## src/rtl/intc_bridge_pkg.sv

```systemverilog
package intc_bridge_pkg;

  localparam int BUS_W = 32;

  localparam logic [7:0] OFS_CAUSE = 8'h00;
  localparam logic [7:0] OFS_MASK  = 8'h04;

  // Bits that exist for a given source count.
  function automatic logic [BUS_W-1:0] live_bits(input int n);
    logic [BUS_W-1:0] m;
    for (int i = 0; i < BUS_W; i++) m[i] = (i < n);
    return m;
  endfunction

  // Acknowledge merge: zeros in wd clear, ones keep; new events always win.
  function automatic logic [BUS_W-1:0] ack_merge(
    input logic [BUS_W-1:0] cur,
    input logic [BUS_W-1:0] wd,
    input logic             we,
    input logic [BUS_W-1:0] evt
  );
    logic [BUS_W-1:0] kept;
    kept = we ? (cur & wd) : cur;
    return kept | evt;
  endfunction

  function automatic logic any_enabled(
    input logic [BUS_W-1:0] cause,
    input logic [BUS_W-1:0] mask
  );
    return |(cause & mask);
  endfunction

endpackage

```

## src/rtl/intc_edge_capture.sv

```systemverilog
module intc_edge_capture
  import intc_bridge_pkg::*;
#(
  parameter int NSRC = 32
) (
  input  logic             clk,
  input  logic             rst_n,
  input  logic [NSRC-1:0]  src_in,
  output logic [BUS_W-1:0] rise_o
);

  for (genvar i = 0; i < BUS_W; i++) begin : g_bit
    if (i < NSRC) begin : g_live
      logic prev_q;
      always_ff @(posedge clk or negedge rst_n) begin
        if (!rst_n) prev_q <= 1'b0;
        else        prev_q <= src_in[i];
      end
      assign rise_o[i] = src_in[i] & ~prev_q;
    end else begin : g_dead
      assign rise_o[i] = 1'b0;
    end
  end

endmodule

```

## src/rtl/intc_cause_bank.sv

```systemverilog
module intc_cause_bank
  import intc_bridge_pkg::*;
#(
  parameter int NSRC = 32
) (
  input  logic             clk,
  input  logic             rst_n,
  input  logic [BUS_W-1:0] rise_i,
  input  logic             ack_we,
  input  logic [BUS_W-1:0] ack_data,
  output logic [BUS_W-1:0] cause_q
);

  localparam logic [BUS_W-1:0] LIVE = live_bits(NSRC);

  always_ff @(posedge clk or negedge rst_n) begin
    if (!rst_n) cause_q <= '0;
    else        cause_q <= ack_merge(cause_q, ack_data, ack_we, rise_i) & LIVE;
  end

  // a bit only rises when an edge was seen
  a_r2_rise_needs_edge: assert property (@(posedge clk) disable iff (!rst_n)
    1'b1 |=> ((cause_q & ~$past(cause_q) & ~$past(rise_i)) == '0));

  // without an acknowledge write no bit falls
  a_r3_no_fall_without_ack: assert property (@(posedge clk) disable iff (!rst_n)
    !ack_we |=> ((~cause_q & $past(cause_q)) == '0));

  // every captured edge is set afterwards, clearing write or not
  a_r4_edge_beats_clear: assert property (@(posedge clk) disable iff (!rst_n)
    (|rise_i) |=> ((cause_q & $past(rise_i)) == $past(rise_i)));

endmodule

```

## src/rtl/intc_reg_port.sv

```systemverilog
module intc_reg_port
  import intc_bridge_pkg::*;
#(
  parameter int NSRC   = 32,
  parameter int ADDR_W = 4
) (
  input  logic              clk,
  input  logic              rst_n,
  input  logic              req_valid,
  input  logic              req_write,
  input  logic [ADDR_W-1:0] req_addr,
  input  logic [BUS_W-1:0]  req_wdata,
  input  logic [BUS_W-1:0]  cause_q,
  output logic [BUS_W-1:0]  mask_q,
  output logic              ack_we,
  output logic [BUS_W-1:0]  ack_data,
  output logic [BUS_W-1:0]  rd_data,
  output logic              rd_valid
);

  localparam logic [BUS_W-1:0] LIVE = live_bits(NSRC);

  logic hit_cause, hit_mask, rd_req, mask_we;

  assign hit_cause = (req_addr == OFS_CAUSE[ADDR_W-1:0]);
  assign hit_mask  = (req_addr == OFS_MASK[ADDR_W-1:0]);
  assign rd_req    = req_valid & ~req_write;
  assign mask_we   = req_valid & req_write & hit_mask;
  assign ack_we    = req_valid & req_write & hit_cause;
  assign ack_data  = req_wdata;

  always_ff @(posedge clk or negedge rst_n) begin
    if (!rst_n)       mask_q <= '0;
    else if (mask_we) mask_q <= req_wdata & LIVE;
  end

  always_ff @(posedge clk or negedge rst_n) begin
    if (!rst_n) begin
      rd_valid <= 1'b0;
      rd_data  <= '0;
    end else begin
      rd_valid <= rd_req;
      if (rd_req) begin
        if (hit_cause)     rd_data <= cause_q;
        else if (hit_mask) rd_data <= mask_q;
        else               rd_data <= '0;
      end
    end
  end

  // strobe follows a read request by exactly one cycle
  a_r8_strobe_after_read: assert property (@(posedge clk) disable iff (!rst_n)
    rd_req |=> rd_valid);
  a_r8_no_stray_strobe: assert property (@(posedge clk) disable iff (!rst_n)
    !rd_req |=> !rd_valid);

endmodule

```

## src/rtl/intc_chained_bridge.sv

```systemverilog
module intc_chained_bridge
  import intc_bridge_pkg::*;
#(
  parameter int NSRC   = 32,
  parameter int ADDR_W = 4
) (
  input  logic              clk,
  input  logic              rst_n,
  input  logic              req_valid,
  input  logic              req_write,
  input  logic [ADDR_W-1:0] req_addr,
  input  logic [31:0]       req_wdata,
  output logic [31:0]       rd_data,
  output logic              rd_valid,
  input  logic [NSRC-1:0]   src_in,
  output logic              irq_out
);

  logic [BUS_W-1:0] rise_w, cause_w, mask_w, ack_data_w;
  logic             ack_we_w;

  intc_edge_capture #(.NSRC(NSRC)) u_edge (
    .clk(clk), .rst_n(rst_n), .src_in(src_in), .rise_o(rise_w)
  );

  intc_cause_bank #(.NSRC(NSRC)) u_cause (
    .clk(clk), .rst_n(rst_n), .rise_i(rise_w),
    .ack_we(ack_we_w), .ack_data(ack_data_w), .cause_q(cause_w)
  );

  intc_reg_port #(.NSRC(NSRC), .ADDR_W(ADDR_W)) u_regs (
    .clk(clk), .rst_n(rst_n),
    .req_valid(req_valid), .req_write(req_write),
    .req_addr(req_addr), .req_wdata(req_wdata),
    .cause_q(cause_w), .mask_q(mask_w),
    .ack_we(ack_we_w), .ack_data(ack_data_w),
    .rd_data(rd_data), .rd_valid(rd_valid)
  );

  assign irq_out = any_enabled(cause_w, mask_w);

  // an all-zero mask keeps the chained line low
  a_r5_quiet_when_masked: assert property (@(posedge clk) disable iff (!rst_n)
    (mask_w == '0) |-> !irq_out);

  // a pending cause that becomes enabled raises the line
  a_r6_unmask_raises: assert property (@(posedge clk) disable iff (!rst_n)
    ($past(cause_w) != '0 && $stable(cause_w) && (mask_w & cause_w) != '0) |-> irq_out);

endmodule

```

## config.mk

```make
export PLATFORM = sky130hd
export DESIGN_NAME = intc_chained_bridge
export DESIGN_NICKNAME = d
export VERILOG_FILES = /design/src/rtl/intc_bridge_pkg.sv /design/src/rtl/intc_edge_capture.sv /design/src/rtl/intc_cause_bank.sv /design/src/rtl/intc_reg_port.sv /design/src/rtl/intc_chained_bridge.sv
export SDC_FILE = /design/constraint.sdc
export NUM_CORES = 1
export LEC_CHECK = 0
export ABC_AREA = 1
export ABC_CLOCK_PERIOD_IN_PS = 800
export BUFFER_PORTS_ARGS = -buffer_cell sky130_fd_sc_hd__buf_2
export CAP_MARGIN = 0
export CORE_MARGIN = 1.5
export CORE_UTILIZATION = 45
export CTS_CLUSTER_DIAMETER = 120
export DETAILED_ROUTE_END_ITERATION = 16
export PLACE_DENSITY = 0.71
export SYNTH_ARGS = -nofsm -noshare
export SYNTH_HDL_FRONTEND = slang
export SYNTH_SLANG_ARGS = --single-unit
```

## constraint.sdc

```tcl
create_clock -name clk -period 0.8 [get_ports clk]
set_input_delay 0.08 -clock clk [delete_from_list [all_inputs] [get_ports clk]]
set_output_delay 0.08 -clock clk [all_outputs]
set_load 0.01 [all_outputs]
```

==> qor.csv, run 1 <==
stage,metric,value,unit
timing,Max Fclk,628,MHz
timing,hold_ws,55.5,ps
clock_network,CTS buffer count,17,
setup_path,"Max FO, Critical Path",2,
yosys,post-synthesis compound-gate area fraction,7.62,%
setup_path,CP Class,flop to output pin,
yosys,Yosys cell types,16,
setup_path,CP Capture Type,output pin,
place,dpl hpwl,9.41,mm
setup_path,CP max-delay cell,dfrtp_1,
power_and_ir_drop,combinational power share,15.6,%
layout,fin area,8540,um^2
layout,most frequent cells in the layout,"nand2_1 (259), dfrtp_1 (129), buf_2 (100), dlygate4sd3_1 (65), inv_1 (51)",
power_and_ir_drop,internal power,13.9,mW
route,Via-to-Cell Ratio,5.06,
timing,pin slew with the least headroom to its limit,332,ps
yosys,mapped cell area,5320,um^2
setup_path,"slowest stage delay, CP",390,ps
clock_network,CTS tree,done,
yosys,Post-Synth Adder-Cell Area,0,%
power_and_ir_drop,pwr dens,2180,nW/um^2
route,wire per inst,15.7,um
power_and_ir_drop,clock share of power,44.5,%
clock_network,Sink Count,129,
setup_path,critical path launch point type,flop,
clock_network,CTS H-tree lvls,4,
layout,Area Growth Syn to Fin,60.7,%
power_and_ir_drop,P_leak,4.34,nW
grt,global route total overflow,0,
layout,Filler cells,787,
setup_path,CP arrival,1510,ps
worst_hold_path,Worst Hold Class,input pin to async pin,
floorplanning,I/O pin total,106,
yosys,Mapped Avg Cell Area,8.45,um^2
floorplanning,CORE AREA,11500,um^2
route,Remaining DRCs,0,
clock_network,Clock transition at path regs,60,ps
route,via count,5277,
floorplanning,Chip Width,112,um
power_and_ir_drop,NetSw,4.67,mW
floorplanning,Site Rows,39,
setup_path,Most Frequent Cell on Critical Path,nand2_1,
timing,setup ws final,-793,ps
grt,initial antenna violation count,0,
layout,n_diodes,0,
timing,Tmin final,1590,ps
yosys,yosys warns,0,
status,status,"finished, violations left",
place,Setup WS pre-CTS,-437,ps
place,area post-placement,6490,um^2
power_and_ir_drop,Flop pwr share,40.0,%
yosys,post-synthesis simple-gate area fraction,25.6,%
clock_network,CTS max path bufs,2,
yosys,xor-xnor portion of the synthesized cell area,0,%
route,Antenna Nets Post-Route,0,
grt,number of global-route vias before repair,5397,
yosys,proportion of synthesized area in mux cells,0,%
grt,GRT Total Usage,26.6,%
yosys,syn_nets,701,
power_and_ir_drop,Switching Fraction,25.1,%
floorplanning,DIE AREA,12500,um^2
setup_path,"critical path, cell by cell","nand2_1, nand2_1, nor2_2, nand2_1, nor2_2, nand2_2, buf_6",
route,1st-iter DRT viols,308,
yosys,post-synthesis sequential area ratio,60.7,%
yosys,largest family of logic cells by synthesized area,simple AND/OR/NAND/NOR gates,
place,GP Congestion,0.825,
timing,unrepaired setup endpoints after global routing,yes,
layout,"Core Util, Final",74.5,%
clock_network,later-pin clock latency in the skew report,420,ps
grt,largest net degree at the start of global routing,49,
timing,final setup skew,5.96,ps
timing,fraction of the cycle the final worst path needs,199,%
yosys,cell taking the most area after synthesis,dfrtp_1,
yosys,number of synthesized register bits,129,
timing,Slew Limit Headroom,77.8,%
power_and_ir_drop,worst IR drop on VDD,0.00234,V
clock_network,CTS root buffer,clkbuf_16,
timing,final setup vio count,68,
yosys,top area cells in the synthesized netlist,"dfrtp_1 (61%), nand2_1 (19%), o21ai_0 (7.6%)",
flow_run,max-cap violations,0,
yosys,Cells after Synth,629,
status,failing checks,negative setup slack,
setup_path,WP data required,720,ps
floorplanning,Initial Util,46.4,%
route,First-pass DRT Iterations,4,
timing,Final Hold Viols,0,
place,Port Buf Inserts,105,
layout,layout cells sized above 1,35.2,%
layout,Nets,959,
layout,"most common cell after layout, fill and taps aside",nand2_1,
timing,"Slew Viols, Final",0,
grt,first-pass GRT wire length,25.7,mm
yosys,area share of the largest cell type after synthesis,60.7,%
floorplanning,Die H,112,um
route,Post-Route WL,16.4,mm
## path summary, 6_finish.rpt
kind | slack (ps) | to | from | cells past startpoint
min in group clk | 140 | u_regs.rd_valid | req_write | 3
min reg2reg | 470 | u_regs.rd_data[7] | u_regs.rd_data[7] | 2
max | -790 | irq_out | u_cause.cause_q[1] | 7
max in group asynchronous | 240 | u_regs.rd_data[8] | rst_n | 3
max reg2reg | -170 | u_regs.rd_data[1] | u_cause.cause_q[1] | 6
min | 60 | u_edge.g_bit[15].g_live.prev_q | rst_n | 2
## power groups by stage
stage          Clock (mW)  Sequential (mW)  Combinational, mW
6_report             8.27             7.43               2.89
5_1_grt              8.64             7.48               3.19
4_1_cts              8.32             7.40               2.66
3_5_place_dp            0             7.49               2.07
3_3_place_gp            0             7.46               2.02
2_1_floorplan           0             7.51              0.906
## metal layers
layer	global-route usage, %	wire [um]
met5	0	0
met2	45.7	8780
met3	6.80	702
met1	31.9	6390
met4	11.0	491
## critical path, delay by kind of cell, from the launching register on
family	cells	cell delay, ps
AND/OR/NAND/NOR	6	580
buffers and inverters	1	130
flip-flops	1	390
## per-stage QoR
step                      instances  total power [mW]  TNS (ps)
after floorplan                 629              8.41     -1820
after global placement          915              9.48    -22650
after detailed placement        915              9.56    -25030
after CTS                      1031              18.4     -9400
after global routing           1043              19.3    -12390
final                          1043              18.6     -9720
## state kept, by name, summed over array words and instances (netlist names)
name and flops:
u_cause.cause_q 32, u_edge.g_bit.g_live.prev_q 32, u_regs.mask_q 32, u_regs.rd_data 32, u_regs.rd_valid 1
## synth_stat cells
| cell type | instances |
|---|---|
| o21ai_0 | 81 |
| buf_4 | 1 |
| clkbuf_1 | 10 |
| buf_2 | 14 |
| buf_6 | 1 |
| nor2_1 | 12 |
| nand3b_1 | 1 |
| nand2_2 | 1 |
| buf_1 | 1 |
| nand2_1 | 276 |
| nor2_4 | 2 |
| inv_1 | 51 |
| inv_2 | 1 |
| nor2_2 | 1 |
| nand3_1 | 47 |
| dfrtp_1 | 129 |
## cells by family after synthesis
group / Yosys count
and+or+nand+nor: 340
DFF: 129
AOI/OAI and AO/OA: 81
buffers and inverters: 79
## layout make-up
type	count	area (um^2)	share of cell area, %
timing repair buffer	266	2160	25.3
clock inverter	9	154	1.80
sequential	129	3230	37.8
multi-input combinational	421	2140	25.0
clock buffer	23	478	5.59
inverter	52	200	2.34
tap	143	179	2.09
## timing repair
action / CTS / global route
pin swaps: 31 / 52
setup buffers: 27 / 27
hold endpoints to repair: 225 / 0
hold buffers: 65 / 0
setup endpoints to repair: 64 / 90
gates resized for setup: 92 / 88
Power figures use the tool's default switching activity.
==> run 2, diff against run 1 <==
Settings changed: ABC_AREA 1 to 0.
==> run 2 against run 1 <==
Net effect:
- the flow still finishes with violations (negative setup slack)
- largest cell class unchanged
- largest power group unchanged
- worst setup slack worse by 440 ps
- register-to-register slack worse by 170 ps
- clock-buffer cell count is 3 lower
- flip-flop and latch count stayed put
- sequential share of layout area is 2.3 points lower
==> qor.csv, run 2 <==
stage,metric,value,unit
floorplanning,Initial Util,45.8,%
grt,GRT Total Usage,31.3,%
route,wire per inst,23.1,um
yosys,Post-synth EDFFs,0,
layout,"most common cell after layout, fill and taps aside",dfrtp_1,
yosys,Mapped Avg Cell Area,14.1,um^2
yosys,number of synthesized register bits,129,
route,Antenna Nets Post-Route,0,
place,Port Buf Inserts,105,
route,Post-Route WL,19.1,mm
power_and_ir_drop,internal power,14.7,mW
clock_network,CTS tree,done,
power_and_ir_drop,clock share of power,45.0,%
flow_run,max-cap violations,0,
setup_path,CP Class,flop to output pin,
yosys,Cells after Synth,369,
layout,layout cells sized above 1,50.8,%
timing,setup ws final,-1230,ps
power_and_ir_drop,Pwr Total,19.5,mW
setup_path,critical path launch point type,flop,
route,First-pass DRT Iterations,5,
layout,most frequent cells in the layout,"dfrtp_1 (129), buf_2 (74), buf_4 (74), dlygate4sd3_1 (65), buf_6 (62)",
setup_path,"slowest stage delay, CP",530,ps
setup_path,CP Capture Type,output pin,
yosys,Yosys cell types,24,
floorplanning,CORE AREA,11400,um^2
timing,pin slew with the least headroom to its limit,711,ps
setup_path,CP top delay family,simple AND/OR/NAND/NOR gates,
timing,Slew Limit Headroom,52.6,%
floorplanning,I/O pin total,106,
power_and_ir_drop,worst IR drop on VDD,0.00158,V
yosys,cell taking the most area after synthesis,dfrtp_1,
worst_hold_path,Worst Hold Class,input pin to async pin,
grt,number of global-route vias before repair,5068,
timing,"Slew Viols, Final",0,
setup_path,WP data required,720,ps
timing,final setup skew,4.92,ps
place,area post-placement,6590,um^2
power_and_ir_drop,NetSw,4.85,mW
yosys,mapped cell area,5200,um^2
route,Via-to-Cell Ratio,5.64,
yosys,syn_nets,441,
setup_path,CP max-delay cell,or4_4,
place,dpl hpwl,8.92,mm
place,GP Congestion,0.865,
grt,largest net degree at the start of global routing,72,
timing,Max Fclk,492,MHz
clock_network,Clock transition at path regs,60,ps
status,failing checks,negative setup slack,
grt,first-pass GRT wire length,28.9,mm
yosys,Synth async-reset ratio,100,%
clock_network,CTS root buffer,clkbuf_16,
yosys,post-synthesis sequential area ratio,62.0,%
timing,unrepaired setup endpoints after global routing,yes,
clock_network,CTS H-tree lvls,4,
clock_network,CTS max path bufs,2,
setup_path,CP arrival,1950,ps
route,via count,4646,
timing,final setup vio count,130,
yosys,cell with the most instances after synthesis,dfrtp_1,
power_and_ir_drop,P_leak,4.22,nW
route,1st-iter DRT viols,373,
timing,Tmin final,2030,ps
clock_network,CTS buffer count,17,
grt,initial antenna violation count,0,
status,status,"finished, violations left",
grt,global route total overflow,0,
floorplanning,Chip Width,111,um
route,Remaining DRCs,0,
power_and_ir_drop,Switching Fraction,24.8,%
power_and_ir_drop,Flop pwr share,38.3,%
setup_path,"Max FO, Critical Path",2,
setup_path,"critical path, cell by cell","a22oi_2, nand4_1, or4_4, buf_6",
floorplanning,Die H,111,um
yosys,area share of the largest cell type after synthesis,62.0,%
timing,fraction of the cycle the final worst path needs,254,%
yosys,Synth top cells by count,"dfrtp_1 (129), inv_1 (33), a221o_1 (32), o21ai_1 (32), o31ai_1 (31)",
floorplanning,Site Rows,39,
power_and_ir_drop,combinational power share,16.7,%
clock_network,Sink Count,129,
yosys,predominant post-synthesis flop cell,dfrtp_1,
layout,Nets,740,
yosys,yosys warns,0,
setup_path,WP buf/inv,1,
layout,Area Growth Syn to Fin,74.7,%
clock_network,later-pin clock latency in the skew report,420,ps
timing,Final Hold Viols,0,
power_and_ir_drop,pwr dens,2150,nW/um^2
yosys,top area cells in the synthesized netlist,"dfrtp_1 (62%), mux2_4 (8.7%), a221o_1 (6.2%)",
layout,fin area,9090,um^2
layout,n_diodes,0,
floorplanning,DIE AREA,12200,um^2
-- run 2: cell count changes in the layout (fill, tap and decap cells not counted), moves of 29 or more --
cell and change:
a221o_1 +32, mux2_4 +32, nand2_1 -258, o31ai_4 +29
o21ai_0 -34, nand3_2 -38
-- run 2: path summary, 6_finish.rpt --
path	startpoint	to	slack, ps	depth (start not counted)
hold / removal	rst_n	u_regs.rd_data[27]	30	2
setup reg to reg	u_regs.rd_data[0]	u_regs.rd_data[0]	-340	3
hold reg to reg	u_edge.g_bit[11].g_live.prev_q	u_cause.cause_q[11]	410	1
max in group asynchronous	rst_n	u_cause.cause_q[30]	180	3
min in group clk	req_write	u_regs.rd_valid	260	4
setup / recovery	u_regs.mask_q[20]	irq_out	-1230	4
-- run 2: what timing repair did --
action / CTS / global route
cloned: 10 / 1
endpoints found under the hold margin: 225 / 0
buffers inserted: 12 / 10
hold buffers: 65 / 0
resized for setup: 125 / 31
endpoints found under the setup margin: 130 / 130
pin swaps: 7 / 25
-- run 2: metrics by stage --
stage | setup TNS (ps) | setup WS [ps] | hold slack (ps) | std cells | util, %
finish | -42710 | -1230 | 26.2 | 824 | 80.0
floorplan | -47720 | -594 | -216 | 369 | -
CTS | -43110 | -1160 | 20.6 | 819 | 78.8
global route | -44510 | -1220 | 37.2 | 824 | 80.0
detailed placement | -65160 | -833 | -88.4 | 700 | 58.0
global placement | -63180 | -802 | -88.6 | 700 | 58.0
-- run 2: cells by family (layout without fill, tap and decap cells) --
group           count (synthesis)  count (layout)  share of synthesized area [%]
mux                            32              32                           9.09
buf+inv                        52             364                           6.59
compound gates                112             112                           16.2
simple gates                   44              44                           6.06
flops                         129             129                           62.0
-- run 2: worst register-to-register path, delay by kind of cell (launching register included) --
family | cells | cell delay [ps]
flops | 1 | 390
buf+inv | 1 | 130
compound gates | 1 | 320
simple gates | 1 | 160
-- run 2: cell type report --
type | instances | area, um^2
fillers | 566 | 2270
inverters | 33 | 124
flip-flops and latches | 129 | 3230
well taps | 143 | 179
clock inverters | 12 | 205
multi-input cells | 188 | 2110
repair buffers | 299 | 2790
clock buffers | 20 | 457
-- run 2: metal layers --
metal | wire [um] | track usage, % | up-vias
met4 | 714 | 14.0 | 0
met1 | 7450 | 40.1 | 2363
met5 | 0 | 0 | -
met2 | 9710 | 51.7 | 254
met3 | 1190 | 6.04 | 62
li1 | - | - | 1967
-- run 2: power by group through the flow --
stage	registers (mW)	logic [mW]	clock network (mW)
after floorplan	7.48	0.913	0
after global placement	7.43	2.28	0
after detailed placement	7.46	2.37	0
after CTS	7.41	3.04	8.70
after global routing	7.51	3.44	9.15
final	7.48	3.27	8.78
==> run 3, diff against run 2 <==
Settings changed: PLACE_DENSITY 0.71 to 0.7.
==> run 3 against run 2 <==
Net effect:
- the run still ends with negative setup slack left
- power fell by 3.8%
- sequential power about the same
- combinational power up 3%
- global-route usage is 0.28 points higher
- hold slack improved by 44 ps
- routed wire length is 3.2% higher
- clock-buffer cell count is 5 higher
==> qor.csv, run 3 (synthesis gave the netlist of run 2 again) <==
stage,metric,value,unit
floorplanning,CORE AREA,11400,um^2
floorplanning,DIE AREA,12200,um^2
power_and_ir_drop,Pwr Total,18.8,mW
route,Remaining DRCs,0,
status,status,"finished, violations left",
floorplanning,Die H,111,um
timing,Max Fclk,489,MHz
route,via count,4746,
power_and_ir_drop,NetSw,4.75,mW
clock_network,CTS H-tree lvls,4,
route,Via-to-Cell Ratio,5.72,
layout,"most common cell after layout, fill and taps aside",dfrtp_1,
timing,unrepaired setup endpoints after global routing,yes,
power_and_ir_drop,P_leak,4.27,nW
layout,Filler cells,555,
flow_run,max-cap violations,0,
setup_path,CP Class,flop to output pin,
timing,"Slew Viols, Final",0,
timing,Tmin final,2040,ps
setup_path,critical path launch point type,flop,
timing,final setup skew,6.73,ps
layout,Nets,748,
layout,n_diodes,0,
grt,first-pass GRT wire length,29.3,mm
power_and_ir_drop,combinational power share,17.9,%
grt,GRT Total Usage,31.6,%
timing,Final Hold Viols,0,
timing,Slew Limit Headroom,51.2,%
layout,layout cells sized above 1,51.5,%
clock_network,Clock transition at path regs,60,ps
floorplanning,Site Rows,39,
power_and_ir_drop,pwr dens,2050,nW/um^2
power_and_ir_drop,worst IR drop on VDD,0.00180,V
route,wire per inst,23.7,um
timing,pin slew with the least headroom to its limit,732,ps
power_and_ir_drop,internal power,14.0,mW
timing,final setup vio count,130,
clock_network,CTS root buffer,clkbuf_16,
floorplanning,Initial Util,45.8,%
layout,Area Growth Syn to Fin,76.3,%
power_and_ir_drop,clock share of power,42.2,%
timing,hold_ws,70.3,ps
clock_network,CTS max path bufs,2,
layout,most frequent cells in the layout,"dfrtp_1 (129), buf_2 (74), buf_4 (72), buf_6 (66), dlygate4sd3_1 (65)",
power_and_ir_drop,Flop pwr share,39.9,%
power_and_ir_drop,Switching Fraction,25.3,%
setup_path,"Max FO, Critical Path",2,
clock_network,CTS buffer count,17,
route,Antenna Nets Post-Route,0,
setup_path,WP data required,720,ps
grt,initial antenna violation count,0,
route,1st-iter DRT viols,436,
clock_network,CTS tree,done,
route,First-pass DRT Iterations,5,
setup_path,CP Capture Type,output pin,
place,dpl hpwl,9.17,mm
floorplanning,Chip Width,111,um
place,Setup WS pre-CTS,-814,ps
clock_network,Sink Count,129,
grt,global route total overflow,0,
timing,setup ws final,-1240,ps
floorplanning,I/O pin total,106,
place,Placed Instances,708,
place,GP Congestion,0.835,
worst_hold_path,Worst Hold Class,input pin to async pin,
timing,fraction of the cycle the final worst path needs,255,%
grt,number of global-route vias before repair,5231,
place,Port Buf Inserts,105,
layout,final cell count without fillers,830,
setup_path,CP arrival,1960,ps
clock_network,later-pin clock latency in the skew report,430,ps
route,Post-Route WL,19.7,mm
grt,largest net degree at the start of global routing,36,
status,failing checks,negative setup slack,
-- run 3: cell count changes in the layout (fill, tap and decap cells not counted), sizes merged --
cell / previous run / this run
bufinv: 5 / 2
clkinvlp: 2 / 0
clkinv: 4 / 3
inv: 34 / 33
buf: 233 / 241
clkbuf: 21 / 26
-- run 3: worst max-delay path: stages, from the launching register on --
cell and delay, ps:
dfrtp_1 400, a22oi_2 280, nand4_1 160, or4_4 560, buf_6 140
-- run 3: layout make-up --
class / instances / area [um^2] / area share [%]
clock buffer: 25 / 515 / 5.62
tap: 143 / 179 / 1.95
timing repair buffer: 307 / 2920 / 31.8
multi-input combinational: 188 / 2140 / 23.3
clock inverter: 5 / 75.1 / 0.818
sequential: 129 / 3230 / 35.2
inverter: 33 / 124 / 1.35
-- run 3: power by group through the flow --
stage	combinational (mW)	clock, mW	sequential (mW)
2_1_floorplan	0.913	0	7.48
3_3_place_gp	2.31	0	7.44
3_5_place_dp	2.37	0	7.46
4_1_cts	3.05	7.77	7.40
5_1_grt	3.51	8.24	7.52
6_report	3.36	7.94	7.50
-- run 3: repair_timing --
| item | 4_1_cts | 5_1_grt |
|---|---|---|
| setup endpoints to repair | 130 | 130 |
| endpoints found under the hold margin | 225 | 0 |
| cloned | 8 | 2 |
| setup buffers | 16 | 8 |
| hold buffers | 65 | 0 |
| gates resized for setup | 133 | 44 |
| pin swaps | 28 | 27 |
-- run 3: worst paths after layout --
kind	start	to	slack [ps]	depth (start not counted)
max	u_cause.cause_q[15]	irq_out	-1240	4
min	rst_n	u_edge.g_bit[5].g_live.prev_q	70	2
max reg2reg	u_regs.rd_data[22]	u_regs.rd_data[22]	-360	3
min reg2reg	u_edge.g_bit[15].g_live.prev_q	u_cause.cause_q[15]	410	1
max in group asynchronous	rst_n	u_regs.mask_q[23]	180	3
min in group clk	req_write	u_regs.rd_valid	240	4
-- run 3: stage by stage --
stage	setup TNS (ps)	util [%]	instance area [um^2]
after floorplan	-47720	-	5210
after global placement	-64930	58.5	6650
after detailed placement	-66440	58.5	6650
after CTS	-42210	79.0	8990
after global routing	-46110	80.7	9180
final	-44580	80.7	9180
-- run 3: layer usage --
layer,vias up,track usage [%],part of all wire [%]
li1,1977,-,-
met1,2435,39.6,40
met2,262,51.6,49
met3,72,7.90,6.7
met4,0,14.4,3.9
met5,-,0,0
